$ cat src/rtl/rxq_pkg.sv
package rxq_pkg;

  localparam int RXQ_CHAR_W = 8;

  // Stored part of an entry; the overrun flag lives in a separate flop
  // vector because it can be set after the entry is written.
  typedef struct packed {
    logic                  frame;
    logic                  parity;
    logic [RXQ_CHAR_W-1:0] ch;
  } rxq_word_t;

endpackage

$ cat src/rtl/rxq_store.sv
module rxq_store
  import rxq_pkg::*;
#(
  parameter int DEPTH = 16,
  parameter int CW    = $clog2(DEPTH + 1)
) (
  input  logic          clk,
  input  logic          rst,
  input  logic          push_i,
  input  rxq_word_t     word_i,
  input  logic          ovr_i,
  input  logic          pop_i,
  input  logic          single_i,
  output rxq_word_t     head_o,
  output logic          head_ovr_o,
  output logic [CW-1:0] cnt_nxt_o
);

  localparam int AW = (DEPTH > 1) ? $clog2(DEPTH) : 1;
  localparam logic [CW-1:0] DEPTH_C = CW'(DEPTH);
  localparam logic [AW-1:0] LAST_C  = AW'(DEPTH - 1);

  rxq_word_t         mem [DEPTH];
  logic [DEPTH-1:0]  ovr_q;
  logic [AW-1:0]     rd_ptr_q, wr_ptr_q;
  logic [CW-1:0]     cnt_q, cnt_nxt, cap;
  logic              empty, full, pop_ok, push_ok, ovr_hit;

  function automatic logic [AW-1:0] ptr_inc(input logic [AW-1:0] p);
    return (p == LAST_C) ? '0 : p + AW'(1);
  endfunction

  function automatic logic [AW-1:0] ptr_dec(input logic [AW-1:0] p);
    return (p == '0) ? LAST_C : p - AW'(1);
  endfunction

  assign cap     = single_i ? CW'(1) : DEPTH_C;
  assign empty   = (cnt_q == '0);
  assign full    = (cnt_q >= cap);
  assign pop_ok  = pop_i && !empty;
  assign push_ok = push_i && (!full || pop_ok);
  assign ovr_hit = push_i && !push_ok;

  always_comb begin
    cnt_nxt = cnt_q;
    if (push_ok && !pop_ok)      cnt_nxt = cnt_q + CW'(1);
    else if (pop_ok && !push_ok) cnt_nxt = cnt_q - CW'(1);
  end

  // Payload array: no reset, single write port, for RAM inference.
  always_ff @(posedge clk) begin
    if (push_ok) mem[wr_ptr_q] <= word_i;
  end

  always_ff @(posedge clk) begin
    if (rst) begin
      ovr_q    <= '0;
      rd_ptr_q <= '0;
      wr_ptr_q <= '0;
      cnt_q    <= '0;
    end else begin
      if (push_ok) begin
        ovr_q[wr_ptr_q] <= ovr_i;
        wr_ptr_q        <= ptr_inc(wr_ptr_q);
      end
      if (ovr_hit) ovr_q[ptr_dec(wr_ptr_q)] <= 1'b1;
      if (pop_ok) rd_ptr_q <= ptr_inc(rd_ptr_q);
      cnt_q <= cnt_nxt;
    end
  end

  assign head_o     = empty ? '0 : mem[rd_ptr_q];
  assign head_ovr_o = !empty && ovr_q[rd_ptr_q];
  assign cnt_nxt_o  = cnt_nxt;

  AST_COUNT_BOUND: assert property (@(posedge clk) disable iff (rst)
    cnt_q <= DEPTH_C);

  AST_POP_ONLY_ON_READ: assert property (@(posedge clk) disable iff (rst)
    !pop_i |=> cnt_q >= $past(cnt_q));

  AST_FULL_DISCARD: assert property (@(posedge clk) disable iff (rst)
    (push_i && !pop_i && cnt_q >= cap) |=> cnt_q == $past(cnt_q));

endmodule

$ cat src/rtl/rxq_trigger.sv
module rxq_trigger #(
  parameter int DEPTH = 16,
  parameter int CW    = $clog2(DEPTH + 1)
) (
  input  logic          clk,
  input  logic          rst,
  input  logic [CW-1:0] cnt_nxt_i,
  input  logic          fifo_mode_i,
  input  logic [CW-1:0] trig_level_i,
  input  logic          irq_en_i,
  input  logic          status_rd_i,
  output logic          ready_o,
  output logic          trig_o,
  output logic          irq_o
);

  localparam logic [CW-1:0] DEPTH_C = CW'(DEPTH);

  logic [CW-1:0] trig_eff;
  logic          at_trig, level_hit, mute_q, mute_nxt;

  always_comb begin
    if (trig_level_i == '0)         trig_eff = CW'(1);
    else if (trig_level_i > DEPTH_C) trig_eff = DEPTH_C;
    else                             trig_eff = trig_level_i;
  end

  assign at_trig   = (cnt_nxt_i >= trig_eff);
  assign level_hit = fifo_mode_i ? at_trig : (cnt_nxt_i != '0);
  // A status read silences the request until the condition goes away.
  assign mute_nxt  = level_hit && (mute_q || status_rd_i);

  always_ff @(posedge clk) begin
    if (rst) begin
      ready_o <= 1'b0;
      trig_o  <= 1'b0;
      irq_o   <= 1'b0;
      mute_q  <= 1'b0;
    end else begin
      ready_o <= (cnt_nxt_i != '0);
      trig_o  <= fifo_mode_i && at_trig;
      irq_o   <= irq_en_i && level_hit && !mute_nxt;
      mute_q  <= mute_nxt;
    end
  end

  AST_STATUS_READ_DROPS_IRQ: assert property (@(posedge clk) disable iff (rst)
    (irq_o && status_rd_i) |=> !irq_o);

  AST_SINGLE_NO_TRIG: assert property (@(posedge clk) disable iff (rst)
    !fifo_mode_i |=> !trig_o);

endmodule

$ cat src/rtl/rx_tagged_fifo.sv
module rx_tagged_fifo
  import rxq_pkg::*;
#(
  parameter int DEPTH = 16,
  parameter int CW    = $clog2(DEPTH + 1)
) (
  input  logic                  clk,
  input  logic                  rst,
  input  logic                  wr_en,
  input  logic [RXQ_CHAR_W-1:0] wr_char,
  input  logic                  wr_frame_err,
  input  logic                  wr_parity_err,
  input  logic                  wr_overrun_err,
  input  logic                  rd_data,
  input  logic                  rd_status,
  input  logic                  fifo_mode,
  input  logic                  irq_enable,
  input  logic [CW-1:0]         trig_level,
  output logic [RXQ_CHAR_W-1:0] hold_char,
  output logic                  head_frame_err,
  output logic                  head_parity_err,
  output logic                  head_overrun_err,
  output logic                  data_ready,
  output logic                  trig_flag,
  output logic                  rx_irq
);

  rxq_word_t     in_word, head_word;
  logic          head_ovr;
  logic [CW-1:0] cnt_nxt;

  assign in_word = '{frame: wr_frame_err, parity: wr_parity_err, ch: wr_char};

  rxq_store #(.DEPTH(DEPTH), .CW(CW)) u_store (
    .clk        (clk),
    .rst        (rst),
    .push_i     (wr_en),
    .word_i     (in_word),
    .ovr_i      (wr_overrun_err),
    .pop_i      (rd_data),
    .single_i   (!fifo_mode),
    .head_o     (head_word),
    .head_ovr_o (head_ovr),
    .cnt_nxt_o  (cnt_nxt)
  );

  rxq_trigger #(.DEPTH(DEPTH), .CW(CW)) u_trigger (
    .clk          (clk),
    .rst          (rst),
    .cnt_nxt_i    (cnt_nxt),
    .fifo_mode_i  (fifo_mode),
    .trig_level_i (trig_level),
    .irq_en_i     (irq_enable),
    .status_rd_i  (rd_status),
    .ready_o      (data_ready),
    .trig_o       (trig_flag),
    .irq_o        (rx_irq)
  );

  assign hold_char        = head_word.ch;
  assign head_frame_err   = head_word.frame;
  assign head_parity_err  = head_word.parity;
  assign head_overrun_err = head_ovr;

  AST_IRQ_NEEDS_DATA: assert property (@(posedge clk) disable iff (rst)
    rx_irq |-> data_ready);

  AST_READY_AFTER_WRITE: assert property (@(posedge clk) disable iff (rst)
    wr_en |=> data_ready);

  AST_TRIG_NEEDS_DATA: assert property (@(posedge clk) disable iff (rst)
    trig_flag |-> data_ready);

endmodule

$ cat config.mk
export PLATFORM = sky130hd
export DESIGN_NAME = rx_tagged_fifo
export DESIGN_NICKNAME = d
export VERILOG_FILES = /design/src/rtl/rxq_pkg.sv /design/src/rtl/rxq_store.sv /design/src/rtl/rxq_trigger.sv /design/src/rtl/rx_tagged_fifo.sv
export SDC_FILE = /design/constraint.sdc
export NUM_CORES = 1
export LEC_CHECK = 0
export CORE_MARGIN = 2
export CORE_UTILIZATION = 30
export CTS_CLUSTER_SIZE = 28
export DETAILED_ROUTE_END_ITERATION = 7
export PLACE_DENSITY = 0.55
export SLEW_MARGIN = 5
export SYNTH_ARGS = -nofsm -noshare
export SYNTH_HDL_FRONTEND = slang
export SYNTH_HIERARCHICAL = 1
export SYNTH_SLANG_ARGS = --single-unit
$ cat constraint.sdc
create_clock -name clk -period 4.15 [get_ports clk]
set_input_delay 0.415 -clock clk [delete_from_list [all_inputs] [get_ports clk]]
set_output_delay 0.415 -clock clk [all_outputs]
set_load 0.005 [all_outputs]
==> run metrics, run 1 <==
Die ar. 29800 um^2; Max H-tree Level 4; CTS Hold Bufs 0; # DRC 0; Power Internal 3850 uW; Mapped Nets 581; CP Launch Type flip-flop; top cell type by total area after synthesis edfxtp_1; Vias/cell 5.02; HPWL Detailed 12200 um; WS Path Type reg2out; slew margin rel. 0.369; ant diodes 0; Slew Limit Fails 0; Clock Pin Slew Worst Setup and Hold Paths 80 ps; FP Rows 61; Async SR Flop Fraction 0; Sum Neg Setup Slack 0 ps; post-synth top area share 0.563; Logic pwr share 0.271; Final Hold Vio Count 0; Clock Latency Late Sink 440 ps; switching share of power 0.317; Die H 173 um; WL/cell 20.3 um; vias in the first global route 4821; final WL 19900 um; Total GRT Usage 0.133; final net count 626; Worst Hold Class reg2reg; sequential fraction of the synthesis area 0.650; Syn. warnings 6; multi-input logic area 2790 um^2; post-CTS sizing 0; status finished clean; CTS tree yes; Layout Cells excl Fill 976; synthesized area 8530 um^2; largest net degree at the start of global routing 29; Placed Cells 944; Seq pwr share 0.420; Fin Clk Skew 17.8 ps; Least-Margin Pin Slew 945 ps; FILL cells 2620; crit-path max FO 28; Required @ worst endpoint 3730 ps; via count 4899; Iter 0 DRT Violations 478; # IOs 37; post-layout minimum cycle time 3530 ps; CTS Sinks 197; Die X 173 um; share of cells above drive strength 1 0.211; Avg Cell Area, Syn 15.8 um^2; Sequential Area 5550 um^2; setup bufs post-CTS 0; Max rail drop VDD 246 uV; RSZ-0062 raised after global routing false; first-pass GRT wire length 29500 um; crit end category primary output; total grt overflow 0; IO Port Bufs 36; NetSw 1790 uW; starting density of the core 0.306; top cells by area, synth edfxtp_1 (56%), mux4_2 (15%), dfxtp_1 (8.7%), ha_1 (2.6%), nor2_1 (1.7%); final worst path period share 0.851; Leak Pwr 0.00320 uW; Power Dens Cells 561 nW/um^2; Synth Instances 540; clock share of power 0.309; Final GP Congestion 0.863; CTS buffer count 17; Max Buffers Root-to-Sink 2; Setup-failing EPs final 0; MaxCap Viol Count 0; post-route ant nets 0; synthesis-stage register bit count 197; antenna violations before repair 1; ys flop type edfxtp_1; count of different cell masters after synthesis 58; synth-to-layout area growth 17.9%; CORE AREA 27900 um^2; Post-synth EDFFs 160; Fmax 283 MHz; Pre-antenna DRT Iters 5; CP Data Arrival Time 3120 ps; Root Buffer Master clkbuf_16
[worst max-delay path, cell delays in order (launching register included)]
cell	delay, ps
dfxtp_2	680
buf_12	330
mux4_2	530
mux4_2	470
and2_1	220
clkdlybuf4s50_1	460
[final timing paths]
path                                     from                           to  slack, ps  cells after the start
hold / removal    u_store/ovr_q[3]$_SDFF_PP0_  u_store/ovr_q[3]$_SDFF_PP0_        500                      2
setup / recovery                    flip-flop                 hold_char[0]        620                      5
hold reg to reg   u_store/ovr_q[3]$_SDFF_PP0_  u_store/ovr_q[3]$_SDFF_PP0_        500                      2
setup reg to reg  u_store/cnt_q[0]$_SDFF_PP0_  u_trigger/mute_q$_SDFF_PP0_        790                     12
[layer usage]
layer  track usage  share of wire  routed length (um)
met1         0.177           0.45                8880
met2         0.226           0.50               10000
met3        0.0251          0.039                 767
met4        0.0345         0.0092                 183
met5             0              0                   0
[layout by cell type, fill, tap and decap left out, types with 3 or more instances in the layout]
| master | count |
|---|---|
| o21ai_0 | 16 |
| edfxtp_1 | 160 |
| inv_12 | 6 |
| clkbuf_16 | 17 |
| a211oi_1 | 3 |
| mux2i_1 | 4 |
| ha_1 | 18 |
| clkdlybuf4s50_1 | 36 |
| and2_1 | 15 |
| nand2b_1 | 3 |
| and3_1 | 5 |
| dfxtp_1 | 35 |
| nor2b_1 | 5 |
| nand4_1 | 18 |
| nand2_1 | 37 |
| mux4_2 | 55 |
| nor2_1 | 38 |
| nor3_1 | 3 |
| xnor2_1 | 3 |
| nand3_1 | 8 |
| a31oi_1 | 14 |
| xor2_1 | 3 |
| inv_1 | 13 |
| clkinv_8 | 6 |
| buf_4 | 19 |
| a21oi_1 | 13 |
[flip-flops by register name, summed over array words and instances (netlist names), named ones only]
name               count
u_store/rd_ptr_q       4
u_trigger/ready_o      1
u_trigger/mute_q       1
u_store/ovr_q         16
u_trigger/irq_o        1
u_store/wr_ptr_q       4
u_trigger/trig_o       1
u_store/cnt_q          5
u_store/mem          160
[Yosys cell counts (4+ instances only)]
cell type	n
a21oi_1	13
a31oi_1	14
and2_1	15
and3_1	5
buf_2	5
clkbuf_1	19
dfxtp_1	37
edfxtp_1	160
ha_1	18
inv_1	13
mux2i_1	4
mux4_2	55
nand2_1	37
nand3_1	8
nand4_1	18
nor2_1	38
nor2b_1	5
o21ai_0	16
[cell families (layout without fill, tap and decap cells)]
family,Yosys count,in the layout,share of synthesized area
fa+ha+maj,18,18,0.0264
mux,62,62,0.154
buf+inv,44,102,0.0227
simple gates,149,149,0.0898
flops,197,197,0.650
compound gates,64,64,0.0506
xor+xnor,6,6,0.00616
[power groups by stage]
stage          clock [uW]  sequential, uW  combinational, uW
2_1_floorplan           0            2330               1090
3_3_place_gp            0            2410               1520
3_5_place_dp            0            2420               1530
4_1_cts              1790            2370               1540
5_1_grt              1860            2390               1660
6_report             1750            2370               1530
[through the flow]
step	power (uW)	worst slack (ps)	utilization	hold WS (ps)	area, um^2
after floorplan	3410	1150	-	439	8530
after global placement	3930	335	0.337	464	9400
after detailed placement	3950	264	0.337	476	9400
after CTS	5700	537	0.361	492	10000
after global routing	5910	424	0.361	510	10000
final	5640	616	0.361	497	10000
[cell type report]
| type | instances | area share |
|---|---|---|
| Sequential cell | 197 | 0.552 |
| Multi-Input combinational cell | 299 | 0.277 |
| Timing Repair Buffer | 57 | 0.0540 |
| Tap cell | 378 | 0.0471 |
| Clock buffer | 17 | 0.0423 |
| Clock inverter | 15 | 0.0223 |
| Inverter | 13 | 0.00486 |
Power figures use the tool's default switching activity.
==> run 2: changes to the inputs <==
- CTS_BUF_LIST: default -> sky130_fd_sc_hd__clkbuf_8
- SETUP_SLACK_MARGIN: default -> 0.1
==> run metrics, run 2 (synthesis results as in run 1) <==
met1 track demand over resource 0.174; Fmax 280 MHz; RSZ-0062 raised after global routing false; Iter 0 DRT Violations 529; Largest register FFs 160; CORE AREA 27900 um^2; via count 4852; CTS Hold Bufs 0; setup slack on the worst flop-to-flop path 750 ps; WS Path Type reg2out; crit end category primary output; CP Data Arrival Time 3160 ps; Vias/cell 4.97; Total GRT Usage 0.132; Fin Clk Skew 26.5 ps; Setup-failing EPs final 0; Leak Pwr 0.00311 uW; CTS tree yes; Final GP Congestion 0.863; Die H 173 um; CP Launch Type flip-flop; status finished clean; Clock Latency Late Sink 480 ps; first-pass GRT wire length 29300 um; WL/cell 20.1 um; Crit path max-delay family multiplexers; final worst path period share 0.860; setup bufs post-CTS 0; largest stage delay on the critical path 690 ps; Clock Pin Slew Worst Setup and Hold Paths 120 ps; Sum Neg Setup Slack 0 ps; Pre-antenna DRT Iters 5; Max Buffers Root-to-Sink 2; Hold Path Origin irq_enable; cell breakdown of the critical path buf_12 > mux4_2 > mux4_2 > and2_1 > clkdlybuf4s50_1; Power Dens Cells 530 nW/um^2; Max H-tree Level 4; origin of the critical flop-to-flop path u_store/cnt_q[0]$_SDFF_PP0_; MaxCap Viol Count 0; vias in the first global route 4814; FP Rows 61; Slew Limit Fails 0; largest reg by FF count u_store/mem; met2 GRT Util 0.224; post-route ant nets 0; CTS Sinks 197; starting density of the core 0.306; Required @ worst endpoint 3730 ps; final net count 626; most frequent cells in the layout edfxtp_1 (160), mux4_2 (55), nor2_1 (38), nand2_1 (37), clkdlybuf4s50_1 (36); largest net degree at the start of global routing 29; Worst Hold Class in2reg; crit-path max FO 28; Least-Margin Pin Slew 950 ps; post-CTS sizing 0; GR peak layer met2; post-layout minimum cycle time 3570 ps; Die ar. 29800 um^2; slew margin rel. 0.366; share of cells above drive strength 1 0.211; antenna violations before repair 1; Slowest-stage cell, CP dfxtp_2; synth-to-layout area growth 15.6%; # IOs 37; worst reg2reg path depth 12; biggest regs u_store/mem (160), u_store/ovr_q (16), u_store/cnt_q (5); Die X 173 um; HPWL Detailed 12200 um; final WL 19600 um; Worst path most repeated cell mux4_2; Final Hold Vio Count 0; Max rail drop VDD 265 uV; IO Port Bufs 36; ant diodes 0; # DRC 0; CTS buffer count 17; Worst Hold Path Cells 3; Buf+Inv Stages, Crit Path 2; met3 Track Usage GR 0.0264; most common cell after layout, fill and taps aside edfxtp_1; Fin Hold WS 475 ps; FILL cells 2630; Root Buffer Master clkbuf_8; total grt overflow 0; worst r2r dst u_trigger/irq_o$_SDFF_PP0_; WHS Endpoint u_trigger/irq_o$_SDFF_PP0_
[run 2: stage by stage]
step	std cells	cell area, um^2	power [uW]	setup slack (ps)	utilization
detailed placement	944	9400	3950	264	0.337
CTS	976	9860	5280	481	0.354
global placement	944	9400	3930	335	0.337
global route	976	9860	5490	378	0.354
floorplan	540	8530	3410	1150	-
finish	976	9860	5230	580	0.354
[run 2: worst max-delay path by stage]
stage                                            from  depth (start not counted)                    endpoint  slack, ps
after floorplan           u_store/cnt_q[0]$_SDFF_PP0_                         12  u_trigger/irq_o$_SDFF_PP0_       1150
after global routing                        flip-flop                          5                hold_char[4]        380
after detailed placement                    fifo_mode                         13  u_trigger/irq_o$_SDFF_PP0_        260
after CTS                                   flip-flop                          5                hold_char[0]        480
final                                       flip-flop                          5                hold_char[0]        580
after global placement                      fifo_mode                         13  u_trigger/irq_o$_SDFF_PP0_        340
[run 2: worst register-to-register path: cells and delay by family, from the launching register on]
| kind | cells | cell delay [ps] |
|---|---|---|
| XOR/XNOR | 1 | 320 |
| AO/OA/AOI/OAI | 5 | 880 |
| AND/OR/NAND/NOR | 3 | 900 |
| flip-flops | 1 | 440 |
| buffers and inverters | 1 | 120 |
| adder cells (fa/ha/maj) | 2 | 610 |
[run 2: cell type report]
class                   count  area (um^2)  area share
well taps                 378          473      0.0480
inverters                  13         48.8     0.00495
clock inverters            15          224      0.0227
repair buffers             57          543      0.0551
clock buffers              17          234      0.0237
multi-input cells         299         2790       0.283
flip-flops and latches    197         5550       0.563
[run 2: report_power, final]
part / switching [uW] / leakage, uW / total (uW) / internal, uW
Clock: 835 / 0.000222 / 1330 / 498
Combinational: 769 / 0.00114 / 1530 / 758
Sequential: 124 / 0.00174 / 2370 / 2240
[run 2: layer usage]
metal / up-vias / share of wire
met1: 2496 / 0.44
met2: 139 / 0.50
li1: 2205 / -
met4: 0 / 0.0079
met5: - / 0
met3: 12 / 0.053
